## src/rtl/flg_pkg.sv

```systemverilog
package flg_pkg;
  localparam int unsigned LOCK_BITS = 2;
  localparam int unsigned SEL_W     = $clog2(LOCK_BITS);

  typedef enum logic [1:0] {
    OP_PGM   = 2'b00,
    OP_VFY   = 2'b01,
    OP_LOCK  = 2'b10,
    OP_ERASE = 2'b11
  } flg_op_e;

  typedef enum logic [1:0] {
    PROT_NONE    = 2'd0,
    PROT_NOWRITE = 2'd1,
    PROT_NOREAD  = 2'd2
  } flg_prot_e;

  typedef struct packed {
    logic pgm;
    logic vfy;
    logic lock;
    logic erase;
    logic deny;
  } flg_resp_t;

  // Bit 1 only counts once bit 0 is set.
  function automatic flg_prot_e prot_of(input logic [LOCK_BITS-1:0] lb);
    if (!lb[0])      return PROT_NONE;
    else if (!lb[1]) return PROT_NOWRITE;
    else             return PROT_NOREAD;
  endfunction
endpackage

```

## src/rtl/flg_rst_sync.sv

```systemverilog
module flg_rst_sync #(
  parameter int unsigned STAGES = 2
) (
  input  logic clk,
  input  logic arst_n,
  output logic srst_n
);
  logic [STAGES-1:0] q;

  always_ff @(posedge clk or negedge arst_n) begin
    if (!arst_n) q <= '0;
    else         q <= {q[STAGES-2:0], 1'b1};
  end

  assign srst_n = q[STAGES-1];
endmodule

```

## src/rtl/flg_lock_store.sv

```systemverilog
module flg_lock_store
  import flg_pkg::*;
(
  input  logic                 clk,
  input  logic                 rst_n,
  input  logic                 set_en,
  input  logic [SEL_W-1:0]     set_sel,
  input  logic                 clr_en,
  output logic [LOCK_BITS-1:0] lock_q
);
  for (genvar i = 0; i < LOCK_BITS; i++) begin : g_bit
    logic bit_d;
    logic bit_q;

    always_comb begin
      bit_d = bit_q;
      if (clr_en)                                 bit_d = 1'b0;
      else if (set_en && (set_sel == SEL_W'(i)))  bit_d = 1'b1;
    end

    always_ff @(posedge clk or negedge rst_n) begin
      if (!rst_n) bit_q <= 1'b0;
      else        bit_q <= bit_d;
    end

    assign lock_q[i] = bit_q;
  end

  // an erase leaves both bits clear
  a_r7_erase_clears: assert property (@(posedge clk) disable iff (!rst_n)
    clr_en |=> (lock_q == '0));

  // without an erase no bit ever falls
  a_r6_no_lowering: assert property (@(posedge clk) disable iff (!rst_n)
    !clr_en |=> ((lock_q & $past(lock_q)) == $past(lock_q)));
endmodule

```

## src/rtl/flg_policy.sv

```systemverilog
module flg_policy
  import flg_pkg::*;
(
  input  logic                 cmd_live,
  input  logic [1:0]           cmd_op,
  input  logic [LOCK_BITS-1:0] lock_q,
  output flg_resp_t            resp_d,
  output logic                 set_en,
  output logic                 clr_en,
  output logic                 vfy_cmd
);
  flg_prot_e prot;
  flg_op_e   op;

  always_comb begin
    prot   = prot_of(lock_q);
    op     = flg_op_e'(cmd_op);
    resp_d = '0;
    set_en = 1'b0;
    clr_en = 1'b0;
    vfy_cmd = cmd_live && (op == OP_VFY);
    if (cmd_live) begin
      unique case (op)
        OP_PGM: begin
          if (prot == PROT_NONE) resp_d.pgm  = 1'b1;
          else                   resp_d.deny = 1'b1;
        end
        OP_VFY: begin
          if (prot != PROT_NOREAD) resp_d.vfy  = 1'b1;
          else                     resp_d.deny = 1'b1;
        end
        OP_LOCK: begin
          resp_d.lock = 1'b1;
          set_en      = 1'b1;
        end
        OP_ERASE: begin
          resp_d.erase = 1'b1;
          clr_en       = 1'b1;
        end
        default: resp_d = '0;
      endcase
    end
  end
endmodule

```

## src/rtl/flg_resp.sv

```systemverilog
module flg_resp
  import flg_pkg::*;
#(
  parameter int unsigned DATA_W = 8
) (
  input  logic              clk,
  input  logic              rst_n,
  input  flg_resp_t         resp_d,
  input  logic              vfy_cmd,
  input  logic [DATA_W-1:0] arr_data,
  output flg_resp_t         resp_q,
  output logic [DATA_W-1:0] data_q
);
  localparam logic [DATA_W-1:0] MASK_VAL = {DATA_W{1'b1}};

  logic [DATA_W-1:0] data_d;

  always_comb begin
    data_d = data_q;
    if (vfy_cmd) data_d = resp_d.vfy ? arr_data : MASK_VAL;
  end

  always_ff @(posedge clk or negedge rst_n) begin
    if (!rst_n) begin
      resp_q <= '0;
      data_q <= MASK_VAL;
    end else begin
      resp_q <= resp_d;
      data_q <= data_d;
    end
  end

  // grants and deny never overlap
  a_r9_one_strobe: assert property (@(posedge clk) disable iff (!rst_n)
    $onehot0({resp_q.pgm, resp_q.vfy, resp_q.lock, resp_q.erase, resp_q.deny}));

  // a refused verify shows the mask and a deny
  a_r4_masked: assert property (@(posedge clk) disable iff (!rst_n)
    (vfy_cmd && !resp_d.vfy) |=> (resp_q.deny && data_q == MASK_VAL));

  // a granted verify returns the array data
  a_r2_vfy_data: assert property (@(posedge clk) disable iff (!rst_n)
    (vfy_cmd && resp_d.vfy) |=> (data_q == $past(arr_data)));

  // the data holds between verifies
  a_r10_hold: assert property (@(posedge clk) disable iff (!rst_n)
    !vfy_cmd |=> $stable(data_q));
endmodule

```

## src/rtl/flash_lock_guard.sv

```systemverilog
module flash_lock_guard
  import flg_pkg::*;
#(
  parameter int unsigned DATA_W      = 8,
  parameter int unsigned SYNC_STAGES = 2
) (
  input  logic              clk,
  input  logic              por_n,
  input  logic              rst_n,
  input  logic              cmd_valid,
  input  logic [1:0]        cmd_op,
  input  logic              cmd_lock_sel,
  input  logic [DATA_W-1:0] arr_rd_data,
  output logic              pgm_ok,
  output logic              vfy_ok,
  output logic              lock_ok,
  output logic              erase_ok,
  output logic              cmd_deny,
  output logic [DATA_W-1:0] rd_data_out,
  output logic [1:0]        lock_bits
);
  logic                 por_sync_n;
  logic                 core_sync_n;
  logic                 core_arst_n;
  logic                 cmd_live;
  logic                 set_en;
  logic                 clr_en;
  logic                 vfy_cmd;
  logic [LOCK_BITS-1:0] lock_q;
  flg_resp_t            resp_d;
  flg_resp_t            resp_q;

  assign core_arst_n = por_n & rst_n;

  flg_rst_sync #(.STAGES(SYNC_STAGES)) u_por_sync (
    .clk(clk), .arst_n(por_n), .srst_n(por_sync_n)
  );

  flg_rst_sync #(.STAGES(SYNC_STAGES)) u_core_sync (
    .clk(clk), .arst_n(core_arst_n), .srst_n(core_sync_n)
  );

  // Commands are ignored until the ordinary reset is released.
  assign cmd_live = cmd_valid & core_sync_n;

  flg_policy u_policy (
    .cmd_live(cmd_live), .cmd_op(cmd_op), .lock_q(lock_q),
    .resp_d(resp_d), .set_en(set_en), .clr_en(clr_en), .vfy_cmd(vfy_cmd)
  );

  flg_lock_store u_store (
    .clk(clk), .rst_n(por_sync_n), .set_en(set_en),
    .set_sel(SEL_W'(cmd_lock_sel)), .clr_en(clr_en), .lock_q(lock_q)
  );

  flg_resp #(.DATA_W(DATA_W)) u_resp (
    .clk(clk), .rst_n(core_sync_n), .resp_d(resp_d), .vfy_cmd(vfy_cmd),
    .arr_data(arr_rd_data), .resp_q(resp_q), .data_q(rd_data_out)
  );

  assign pgm_ok    = resp_q.pgm;
  assign vfy_ok    = resp_q.vfy;
  assign lock_ok   = resp_q.lock;
  assign erase_ok  = resp_q.erase;
  assign cmd_deny  = resp_q.deny;
  assign lock_bits = lock_q;

  // while the core is held in reset the lock bits are kept
  a_r8_lock_kept: assert property (@(posedge clk) disable iff (!por_sync_n)
    !core_sync_n |=> $stable(lock_bits));
endmodule

```

## config.mk

```make
export PLATFORM = sky130hd
export DESIGN_NAME = flash_lock_guard
export DESIGN_NICKNAME = d
export VERILOG_FILES = /design/src/rtl/flg_pkg.sv /design/src/rtl/flg_rst_sync.sv /design/src/rtl/flg_lock_store.sv /design/src/rtl/flg_policy.sv /design/src/rtl/flg_resp.sv /design/src/rtl/flash_lock_guard.sv
export SDC_FILE = /design/constraint.sdc
export NUM_CORES = 1
export LEC_CHECK = 0
export ABC_AREA = 0
export BUFFER_PORTS_ARGS = -buffer_cell sky130_fd_sc_hd__clkbuf_2
export CORE_MARGIN = 2
export CORE_UTILIZATION = 25
export DETAILED_ROUTE_END_ITERATION = 10
export REMOVE_ABC_BUFFERS = 1
export SLEW_MARGIN = 10
export SYNTH_ARGS = -nofsm -noshare
export SYNTH_HDL_FRONTEND = slang
export SYNTH_SLANG_ARGS = --single-unit
```

## constraint.sdc

```tcl
create_clock -name clk -period 1.3 [get_ports clk]
set_clock_uncertainty 0.2 [all_clocks]
set_input_delay 0.065 -clock clk [delete_from_list [all_inputs] [get_ports clk]]
set_output_delay 0.065 -clock clk [all_outputs]
set_load 0.02 [all_outputs]
```

# == Word-level counts from Yosys, hierarchy flattened ==
# Index checks and enable logic that the tools add are counted.
# W data, S select, Z words.
# totals
register_bits,19
elab_cells,43
inputBits,15
# op_classes
n_eq_ne,4
reduce_logical,7
bitwise_logic,3
n_mux,19
# op_table
op,n
$mux W1,14
$mux W8,1
$mux W5,1
$eq A2 B2 Y1 const B,2
$logic_not A2 Y1,2
$mux W2,2
$reduce_bool A2 Y1,2
$logic_and A1 B1 Y1,3
$and A1 B1 Y1,2
$eq A2 B1 Y1 const B,1
$ne A2 B2 Y1 const B,1
$pmux W1 S2,1
$not A1 Y1,1

# == Logic depth before layout (Yosys ltp) ==
# Gate-level depths: netlist (run 1).
# logic_depth
word_depth,7
ltp_mapped,3
ltp_nobuf,2

# == Cells and area by module ==
# From an unflattened synthesis (run 1), not the netlist that was laid out.
# unflattened
cells_unflattened,67
hier_area_um2,783.3
# by_module_without_submodules
module,cells_per_inst,instances,area_each_um2
flg_resp,39,1,486.7
flg_rst_sync,3,2,53.8
flg_lock_store,9,1,92.6
flg_policy,11,1,83.8
flash_lock_guard,2,1,12.5

# == Worst setup path after synthesis (run 1) ==
# OpenSTA, ideal clock, no wires.
# synth_timing
path_kind,reg2reg
from,register u_core_sync.q[1]
to,register u_resp.data_q[0]
t_arrival_ps,1227
setup_time_ps,75
stages_incl_launch_ff,4
synth_period_minus_slack_ps,1502
path_slack_ps,-202
n_path_buf,1
required_ps,1025
cell_sequence,dfrtp_1 and4b_1 buf_6 mux2i_1
# synth_via
elab_chain_cells,3
word_cells_on_any_way,4
classes_between,mux: 2; bitwise: 1; reduce/logical: 1
# synth_rtl
element,line_no,text
from (decl),flg_rst_sync.sv:8,logic [STAGES-1:0] q;
from (signal assigned),flg_rst_sync.sv:12,"else q <= {q[STAGES-2:0], 1'b1};"
$and A1 B1 Y1 (*),flash_lock_guard.sv:44,assign cmd_live = cmd_valid & core_sync_n;
$mux W5,flg_policy.sv:22,if (cmd_live) begin
$mux W8,flg_resp.sv:20,if (vfy_cmd) data_d = resp_d.vfy ? arr_data : MASK_VAL;
to (signal assigned),flg_resp.sv:29,data_q <= data_d;
to (decl),flg_resp.sv:12,output logic [DATA_W-1:0] data_q
# Every way passes the cells marked *; elsewhere a longest branch is shown, timed or not.
# A chain may end at the register's enable or synchronous reset.

==> impl_metrics.ini, run 1 <==
[sta]
hold_violations = 0
tns_ns = 0
rsz0062_at_grt = true
period_minus_slack_ns = 1.298
period_share_pct = 99.83
slew_violations = 0
fmax_ghz = 0.7705
finalSetupViolations = 0
setup_ws_ns = 0.002219

[power_and_ir_drop]
leakage_nw = 0.6427
p_per_area_mw_per_mm2 = 1281
vdd_ir_drop_max_mv = 0.7226

[critical_path]
crit_end = u_resp.resp_q[0]
cp_data_required_time_ns = 1.27
reg2regPathDepth = 3
rrSetupSlack_ns = 0.04
cpPeakStageDelay_ns = 0.61
crit_chain = clkbuf_2 -> dlygate4sd3_1 -> nand2_1 -> a2111oi_1
startpoint = cmd_valid
critPathKind = primary input to register
cp-end-kind = register
r2r-start = u_core_sync.q[1]
cp_data_arrival_time_ns = 1.26
rr_endpoint = u_resp.data_q[3]
worst_path_max_delay_cell = dlygate4sd3_1
cp-start-kind = primary input
worst-path-max-fanout = 4

[clocking]
cts_buffers = 3
cts_sinks = 19
cts-htree-levels = 1
insertion_delay_ns = 0.28
cts_tree = built
cts-root-buf = clkbuf_4
clk_path_buf_depth = 2
clk_pin_slew_ns = 0.10

[synthesis]
synth_cell_type_count = 20
seq_area_frac_synth_pct = 63.09
syn_inst = 63
synth-simple-area-share_pct = 7.480
synthesis.area_um2 = 769.5
synth_seq_cells = 19
synth_compound_area_share_pct = 8.780
synth_xor_area_share_pct = 0
yosys_warnings = 0
muxShareOfSynthArea_pct = 10.41
syn_avg_cell_area_um2 = 12.21
synth_top_family_by_area = multiplexers
synthAdderAreaFrac_pct = 0

[global_route]
grt_pass1_vias = 636
grt-ovfl-total = 0
antenna_found_initial = 0
grt_max_degree = 11
track_usage_pct = 10.29
grt_pass1_wl_mm = 2.615

[route]
drtIter0Drc = 18
drc = 0
avgViaCountPerCell = 4.203
dr.pass1.iters = 4
wl_per_cell_um = 10.71
drtAntennaViolNets = 0
via_count = 664
wirelength_mm = 1.692

[cells_and_area]
utilization_pct = 43.07
n_antenna_cell = 0
final_cell_area_mm2 = 0.001282
drive_above_1_share_pct = 44.80
final_cell_mix = dlygate4sd3_1, clkbuf_2, buf_4, dfrtp_1, a21oi_1
final_nets = 141
syn2layout_area_growth_pct = 66.67

[placed_design]
dp.final_hpwl_mm = 1.149
pre_cts_ws_ns = 0.01842
place_congestion = 0.7328
port_buffers = 29
place_area_um2 = 974.7

[flow_run]
cap_violations = 0

[floorplan]
rows = 20
initial_core_util_pct = 25.84
fp.dieH_um = 59.48
ios = 30
die-area_mm2 = 0.003538
core_mm2 = 0.002978
die_w_um = 59.48

[min_path]
worstHoldPathType = register to asynchronous set/reset pin

[run_status]
run_status = finished, final reports clean
==> cells by family after synthesis <==
| group | after synthesis |
|---|---|
| AND/OR/NAND/NOR | 8 |
| buffers and inverters | 15 |
| multiplexers | 8 |
| flip-flops | 19 |
| other | 1 |
| AO/OA/AOI/OAI | 12 |
==> what timing repair did <==
| item | in CTS | in global routing |
|---|---|---|
| endpoints found under the setup margin | 3 | 15 |
| hold buffers | 18 | 1 |
| endpoints found under the hold margin | 21 | 2 |
| buffers inserted | 2 | 5 |
| resized for setup | 1 | 22 |
| pin swaps | 0 | 1 |
==> metrics by stage <==
step | instances | hold WS [ns] | power [mW]
floorplan | 59 | -0.4306 | 1.033
global placement | 128 | -0.3432 | 1.204
detailed placement | 128 | -0.3414 | 1.212
CTS | 152 | 0.0007437 | 1.564
global route | 158 | 0.09726 | 1.762
finish | 158 | 0.09336 | 1.643
==> synth_stat cells <==
master     number  share of area [%]
and4b_1         1                1.3
a21boi_1        1               0.98
mux2i_1         8                 10
dfrtp_1        11                 36
inv_1           9                4.4
nor3b_1         1               0.98
inv_2           1               0.49
buf_6           1                1.5
a21oi_1        10                6.5
nor4_1          1               0.81
nand2_1         1               0.49
a2111oi_1       1                1.3
and2_1          1               0.81
dfstp_2         8                 27
conb_1          1               0.49
buf_4           3                2.9
clkbuf_1        1               0.49
and4_1          1                1.1
nand4b_1        1                1.1
nand4_1         1               0.81
==> flip-flops by register name (all words and copies together), names as in the netlist <==
signal and count:
u_resp.data_q 8, u_core_sync.q 2, u_por_sync.q 2, u_resp.resp_q 5, u_store.g_bit.bit_q 2
==> worst min path at each step <==
stage	from	to	slack, ns	cells after the start
floorplan	por_n	u_por_sync.q[0]	-0.43	0
finish	u_core_sync.q[1]	u_resp.resp_q[0]	0.09	2
global placement	por_n	u_por_sync.q[0]	-0.34	1
detailed placement	por_n	u_por_sync.q[0]	-0.34	1
global route	cmd_valid	u_resp.data_q[6]	0.1	4
CTS	por_n	u_core_sync.q[0]	0.0007	3
==> final cells by class <==
type / count / area [um^2]
Inverter: 10 / 37.54
Tap cell: 33 / 41.29
Sequential cell: 19 / 485.5
Multi-Input combinational cell: 30 / 216.5
Clock buffer: 4 / 26.28
Fill cell: 285 / 1695
Timing Repair Buffer: 62 / 475.5
==> worst max-delay path: cells and delay by family <==
family | cells | cell delay [ns]
AO/OA/AOI/OAI | 1 | 0.40
buffers and inverters | 2 | 0.70
AND/OR/NAND/NOR | 1 | 0.10
==> power breakdown <==
part | leakage, nW | internal (mW) | switching (mW) | total (mW)
sequential | 0.224 | 0.732 | 0.0520 | 0.784
combinational | 0.404 | 0.289 | 0.284 | 0.573
clock | 0.0150 | 0.119 | 0.167 | 0.286
==> layer usage <==
layer | up-vias | GRT usage, % | share of wire, %
li1 | 329 | - | -
met1 | 309 | 11.23 | 41
met2 | 24 | 17.58 | 51
met3 | 2 | 4.367 | 7.0
met4 | 0 | 3.896 | 1.0
met5 | - | 0 | 0
No activity file was read; power rests on OpenSTA's default activity.
==> run 2, diff against run 1 <==
--- a/config.mk
+++ b/config.mk
@@ -7,11 +7,13 @@
 export LEC_CHECK = 0
 export ABC_AREA = 0
 export BUFFER_PORTS_ARGS = -buffer_cell sky130_fd_sc_hd__clkbuf_2
+export CELL_PAD_IN_SITES_DETAIL_PLACEMENT = 1
+export CELL_PAD_IN_SITES_GLOBAL_PLACEMENT = 1
 export CORE_MARGIN = 2
 export CORE_UTILIZATION = 25
 export DETAILED_ROUTE_END_ITERATION = 10
+export PLACE_DENSITY_LB_ADDON = 0.1
 export REMOVE_ABC_BUFFERS = 1
-export SLEW_MARGIN = 10
 export SYNTH_ARGS = -nofsm -noshare
 export SYNTH_HDL_FRONTEND = slang
 export SYNTH_SLANG_ARGS = --single-unit
==> run 2 against run 1 <==
Wire length rose by 10%. Setup slack improved by 0.030 ns. Die area did not move. Largest power group unchanged. Sequential share of layout area rose by 0.64 points. Global-route usage rose by 1.1 points. Critical path depth fell by 1. First-iteration DRC count fell by 78%. Via count fell by 1.1%.
==> impl_metrics.ini, run 2 (same netlist as run 1, synthesis figures left out) <==
[run_status]
run_status = finished, final reports clean

[clocking]
insertion_delay_ns = 0.29
cts_tree = built
cts-htree-levels = 1
cts_sinks = 19
clk_path_buf_depth = 2
cts_buffers = 3
clk_pin_slew_ns = 0.10
cts-root-buf = clkbuf_4

[cells_and_area]
top_regs = u_resp.data_q: 8 flops, u_resp.resp_q: 5 flops
final_cell_mix = clkbuf_2, dlygate4sd3_1, buf_4, dfrtp_1, a21oi_1
multi_input_area_um2 = 217.7
regMostFlops = u_resp.data_q
n_antenna_cell = 0
final_cell_area_mm2 = 0.001261
drive_above_1_share_pct = 45.00
largest_reg_flops = 8
final_nets = 136
syn2layout_area_growth_pct = 63.90
instances_no_fill = 153
fill_cells = 340
seq_area_um2 = 485.5
layout_commonest_cell = clkbuf_2

[global_route]
grt-ovfl-total = 0
track_usage_pct = 11.38
antenna_found_initial = 0
grt_pass1_wl_mm = 2.863
grt_max_degree = 12
grt_pass1_vias = 621

[power_and_ir_drop]
vdd_ir_drop_max_mv = 0.4920
leakage_nw = 0.6276
p_per_area_mw_per_mm2 = 1305

[critical_path]
cp-start-kind = register
worst_path_max_delay_cell = dfrtp_1
crit_chain = and4b_1 -> buf_12 -> mux2i_1
cp-end-kind = register
critPathKind = register to register
cp_data_arrival_time_ns = 1.29
cpPeakStageDelay_ns = 0.41
crit_buf_inv = 1
worst-path-max-fanout = 9
cp_data_required_time_ns = 1.32
crit_family = flip-flops

[sta]
slew_violations = 0
rsz0062_at_grt = true
period_share_pct = 97.56
hold_violations = 0
fmax_ghz = 0.7885
period_minus_slack_ns = 1.268
finalSetupViolations = 0

[flow_run]
cap_violations = 0

[floorplan]
fp.dieH_um = 59.48
die-area_mm2 = 0.003538
rows = 20
die_w_um = 59.48
core_mm2 = 0.002978
ios = 30
initial_core_util_pct = 25.84

[placed_design]
place_area_um2 = 979.7
dpl.cell_count = 127
place_congestion = 0.6917
dp.final_hpwl_mm = 1.233
port_buffers = 29

[route]
wirelength_mm = 1.862
avgViaCountPerCell = 4.294
via_count = 657
drtAntennaViolNets = 0
drtIter0Drc = 4
dr.pass1.iters = 3
wl_per_cell_um = 12.17
drc = 0

[min_path]
worstHoldPathType = primary input to asynchronous set/reset pin
[run 2: worst paths after layout]
path	start	end	slack (ns)	cells past startpoint
hold / removal	por_n	u_core_sync.q[0]	0.007	3
setup / recovery	u_core_sync.q[1]	u_resp.data_q[5]	0.03	3
hold reg to reg	u_core_sync.q[1]	u_resp.resp_q[0]	0.03	1
min in group clk	cmd_valid	u_resp.data_q[7]	0.10	4
max in group asynchronous	rst_n	u_core_sync.q[1]	0.26	4
setup reg to reg	u_core_sync.q[1]	u_resp.data_q[5]	0.03	3
[run 2: layout make-up]
| cell class | instances | area share, % |
|---|---|---|
| timing repair buffer | 57 | 35.81 |
| clock inverter | 1 | 0.3968 |
| clock buffer | 3 | 1.786 |
| multi-input combinational | 30 | 17.26 |
| sequential | 19 | 38.49 |
| tap | 33 | 3.274 |
| inverter | 10 | 2.976 |
[run 2: power breakdown]
group / leakage [nW] / switching (mW) / internal (mW)
registers: 0.224 / 0.0548 / 0.732
logic: 0.386 / 0.285 / 0.280
clock network: 0.0177 / 0.179 / 0.115
[run 2: per-stage QoR]
stage | TNS [ns] | hold slack [ns] | util (%) | total power, mW | setup slack, ns
after floorplan | -3.284 | -0.4306 | - | 1.033 | -0.3514
after global placement | 0 | -0.3443 | 32.90 | 1.211 | 0.05502
after detailed placement | -0.0001305 | -0.3398 | 32.90 | 1.219 | -0.0001305
after CTS | 0 | 0.004116 | 40.55 | 1.585 | 0.003473
after global routing | -0.1046 | 0.02237 | 42.35 | 1.753 | -0.02939
final | 0 | 0.007412 | 42.35 | 1.646 | 0.03175
[run 2: repair_timing]
action / in CTS / in global routing
hold buffers: 17 / 0
gates resized for setup: 3 / 19
endpoints found under the setup margin: 3 / 17
endpoints found under the hold margin: 20 / 0
buffers inserted: 2 / 3
[run 2: worst min-delay path, delay by kind of cell]
family        cells  cell delay [ns]
buf+inv           2             0.62
simple gates      1             0.16
[run 2: per-layer routing]
layer	share of wire, %	track usage [%]	vias up
met3	4.5	4.148	2
li1	-	-	319
met4	1.3	4.870	0
met2	53	19.31	15
met5	0	0	-
met1	42	12.72	321
==> run 3, diff against run 2 <==
--- a/config.mk
+++ b/config.mk
@@ -16,4 +16,5 @@
 export REMOVE_ABC_BUFFERS = 1
 export SYNTH_ARGS = -nofsm -noshare
 export SYNTH_HDL_FRONTEND = slang
+export SYNTH_HIERARCHICAL = 1
 export SYNTH_SLANG_ARGS = --single-unit
==> run 3 against run 2 <==
The run now ends with setup timing left. Register-to-register slack got worse by 0.16 ns. Power down 22%. Setup slack lost 0.16 ns. Area after synthesis rose by 1.8%. Synthesized cell count grew 6.3%.
==> impl_metrics.ini, run 3 <==
[power_and_ir_drop]
switchingPower_uw = 356.2
share_comb_of_total_power_pct = 23.7
p_per_area_mw_per_mm2 = 992.0
seqPwrFrac_pct = 53.5
leakage_nw = 0.6201
total_power_mw = 1.278
p_clk_share_pct = 22.8
vdd_ir_drop_max_mv = 0.4959
p_int_uw = 922.2
swShare_pct = 27.86

[floorplan]
die_w_um = 59.98
fp.dieH_um = 59.98
die-area_mm2 = 0.003597
core_mm2 = 0.003028
rows = 20
ios = 30
initial_core_util_pct = 25.87

[synthesis]
syn_avg_cell_area_um2 = 11.69
netlist_top_cells_count = dfrtp_1, inv_1, dfstp_2
syn_inst = 67
synth_top_area_share_pct = 35.14
ys.flop_type = dfrtp_1
yosys_warnings = 6
yosysTopAreaCell = dfrtp_1
seq_area_frac_synth_pct = 61.98
synthesis.area_um2 = 783.3
synth_cell_type_count = 22
synthArstFlopShare_pct = 100.0
synth_seq_cells = 19
synth-edff-count = 0
yosys-top-cells-area = dfrtp_1, dfstp_2, a31oi_1
post-synth-top-count-cell = dfrtp_1

[global_route]
grt_max_degree = 15
antenna_found_initial = 0
grt-ovfl-total = 0
grt_pass1_vias = 636
track_usage_pct = 11.05
grt_pass1_wl_mm = 2.884

[cells_and_area]
largest_reg_flops = 8
syn2layout_area_growth_pct = 64.54
layout_commonest_cell = clkbuf_2
final_cell_mix = clkbuf_2, dlygate4sd3_1, buf_4, dfrtp_1, inv_1
final_cell_area_mm2 = 0.001289
n_antenna_cell = 0
top_regs = u_resp/data_q: 8 flops, u_resp/resp_q: 5 flops
drive_above_1_share_pct = 56.67
regMostFlops = u_resp/data_q
final_nets = 136

[sta]
period_minus_slack_ns = 1.430
holdWs_ns = 0.004340
slew_violations = 0
hold_violations = 0
fmax_ghz = 0.6992
setup_ws_ns = -0.1301
rsz0062_at_grt = true
finalSetupViolations = 11
period_share_pct = 110.0

[critical_path]
r2r-start = u_core_sync/q[1]
cp-end-kind = register
reg2regPathDepth = 5
cp_data_required_time_ns = 1.33
rr_endpoint = u_resp/data_q[5]
crit_chain = and2_4 -> and3b_2 -> a21boi_4 -> nand2_1 -> o22a_2
cp_data_arrival_time_ns = 1.46
cpPeakStageDelay_ns = 0.36
rrSetupSlack_ns = -0.13
worst-path-max-fanout = 3
crit_family = simple AND/OR/NAND/NOR gates
critPathKind = register to register
worst_path_max_delay_cell = dfrtp_1
crit_buf_inv = 0
cp-start-kind = register

[placed_design]
place_congestion = 0.6571
place_area_um2 = 974.7
port_buffers = 29
dp.final_hpwl_mm = 1.217

[min_path]
worstHoldPathType = register to asynchronous set/reset pin

[route]
drtIter0Drc = 2
drtAntennaViolNets = 0
wl_per_cell_um = 10.37
via_count = 631
wirelength_mm = 1.701
avgViaCountPerCell = 3.848
drc = 0
dr.pass1.iters = 3

[clocking]
clk_path_buf_depth = 2
insertion_delay_ns = 0.29
cts_buffers = 3
cts_sinks = 19
clk_pin_slew_ns = 0.11
cts_tree = built
cts-root-buf = clkbuf_4
cts-htree-levels = 1

[flow_run]
cap_violations = 0

[run_status]
violations = setup timing
run_status = finished, violations left
==> run 3: metal layers <==
| layer | vias up | global-route usage, % | wire length, um |
|---|---|---|---|
| met5 | - | 0 | 0 |
| met4 | 0 | 4.762 | 17 |
| met3 | 2 | 1.948 | 61 |
| met2 | 14 | 18.17 | 842 |
| met1 | 302 | 14.19 | 780 |
| li1 | 313 | - | - |
==> run 3: cells by family (layout without fill, tap and decap cells) <==
group	after synthesis	count (layout)	synth area share, %
AOI/OAI and AO/OA	12	12	11.66
buffers and inverters	16	69	12.78
DFF	19	19	61.98
other	2	2	0.9588
and+or+nand+nor	18	18	12.62
==> run 3: how the worst max path moves through the flow <==
stage | start | cells past startpoint | end | slack (ns)
4_1_cts | u_core_sync/q[1] | 5 | u_resp/data_q[7] | -0.13
5_1_grt | u_core_sync/q[1] | 5 | u_resp/data_q[5] | -0.20
2_1_floorplan | u_core_sync/q[1] | 5 | u_resp/data_q[5] | -0.66
3_5_place_dp | u_core_sync/q[1] | 5 | u_resp/data_q[6] | -0.14
6_report | u_core_sync/q[1] | 5 | u_resp/data_q[5] | -0.13
3_3_place_gp | u_core_sync/q[1] | 5 | u_resp/data_q[6] | -0.11
==> run 3: final cells by class <==
cell class                 instances  area [um^2]
tap                               44        55.05
clock inverter                     1        5.005
clock buffer                       3        22.52
multi-input combinational         32        259.0
sequential                        19        486.7
timing repair buffer              56        426.7
inverter                           9        33.78
fill                             352         1739
==> run 3: power groups by stage <==
stage	sequential [mW]	combinational, mW	clock (mW)
after global routing	0.690	0.333	0.341
after global placement	0.696	0.209	0
after detailed placement	0.699	0.208	0
final	0.684	0.303	0.291
after floorplan	0.750	0.0539	0
after CTS	0.683	0.268	0.317
==> run 3: stage by stage <==
| step | TNS (ns) | utilization [%] | setup slack, ns | cells |
|---|---|---|---|---|
| detailed placement | -0.9273 | 32.19 | -0.1409 | 139 |
| CTS | -1.075 | 39.38 | -0.1350 | 162 |
| finish | -1.014 | 42.56 | -0.1301 | 164 |
| global route | -1.616 | 42.56 | -0.2048 | 164 |
| floorplan | -5.170 | - | -0.6611 | 60 |
| global placement | -0.6703 | 32.19 | -0.1068 | 139 |
==> run 3: what timing repair did <==
| action | 4_1_cts | 5_1_grt |
|---|---|---|
| setup endpoints to repair | 12 | 20 |
| buffers inserted | 2 | 2 |
| resized for setup | 2 | 29 |
| hold endpoints to repair | 20 | 0 |
| hold buffers | 17 | 0 |
| pin swaps | 2 | 2 |
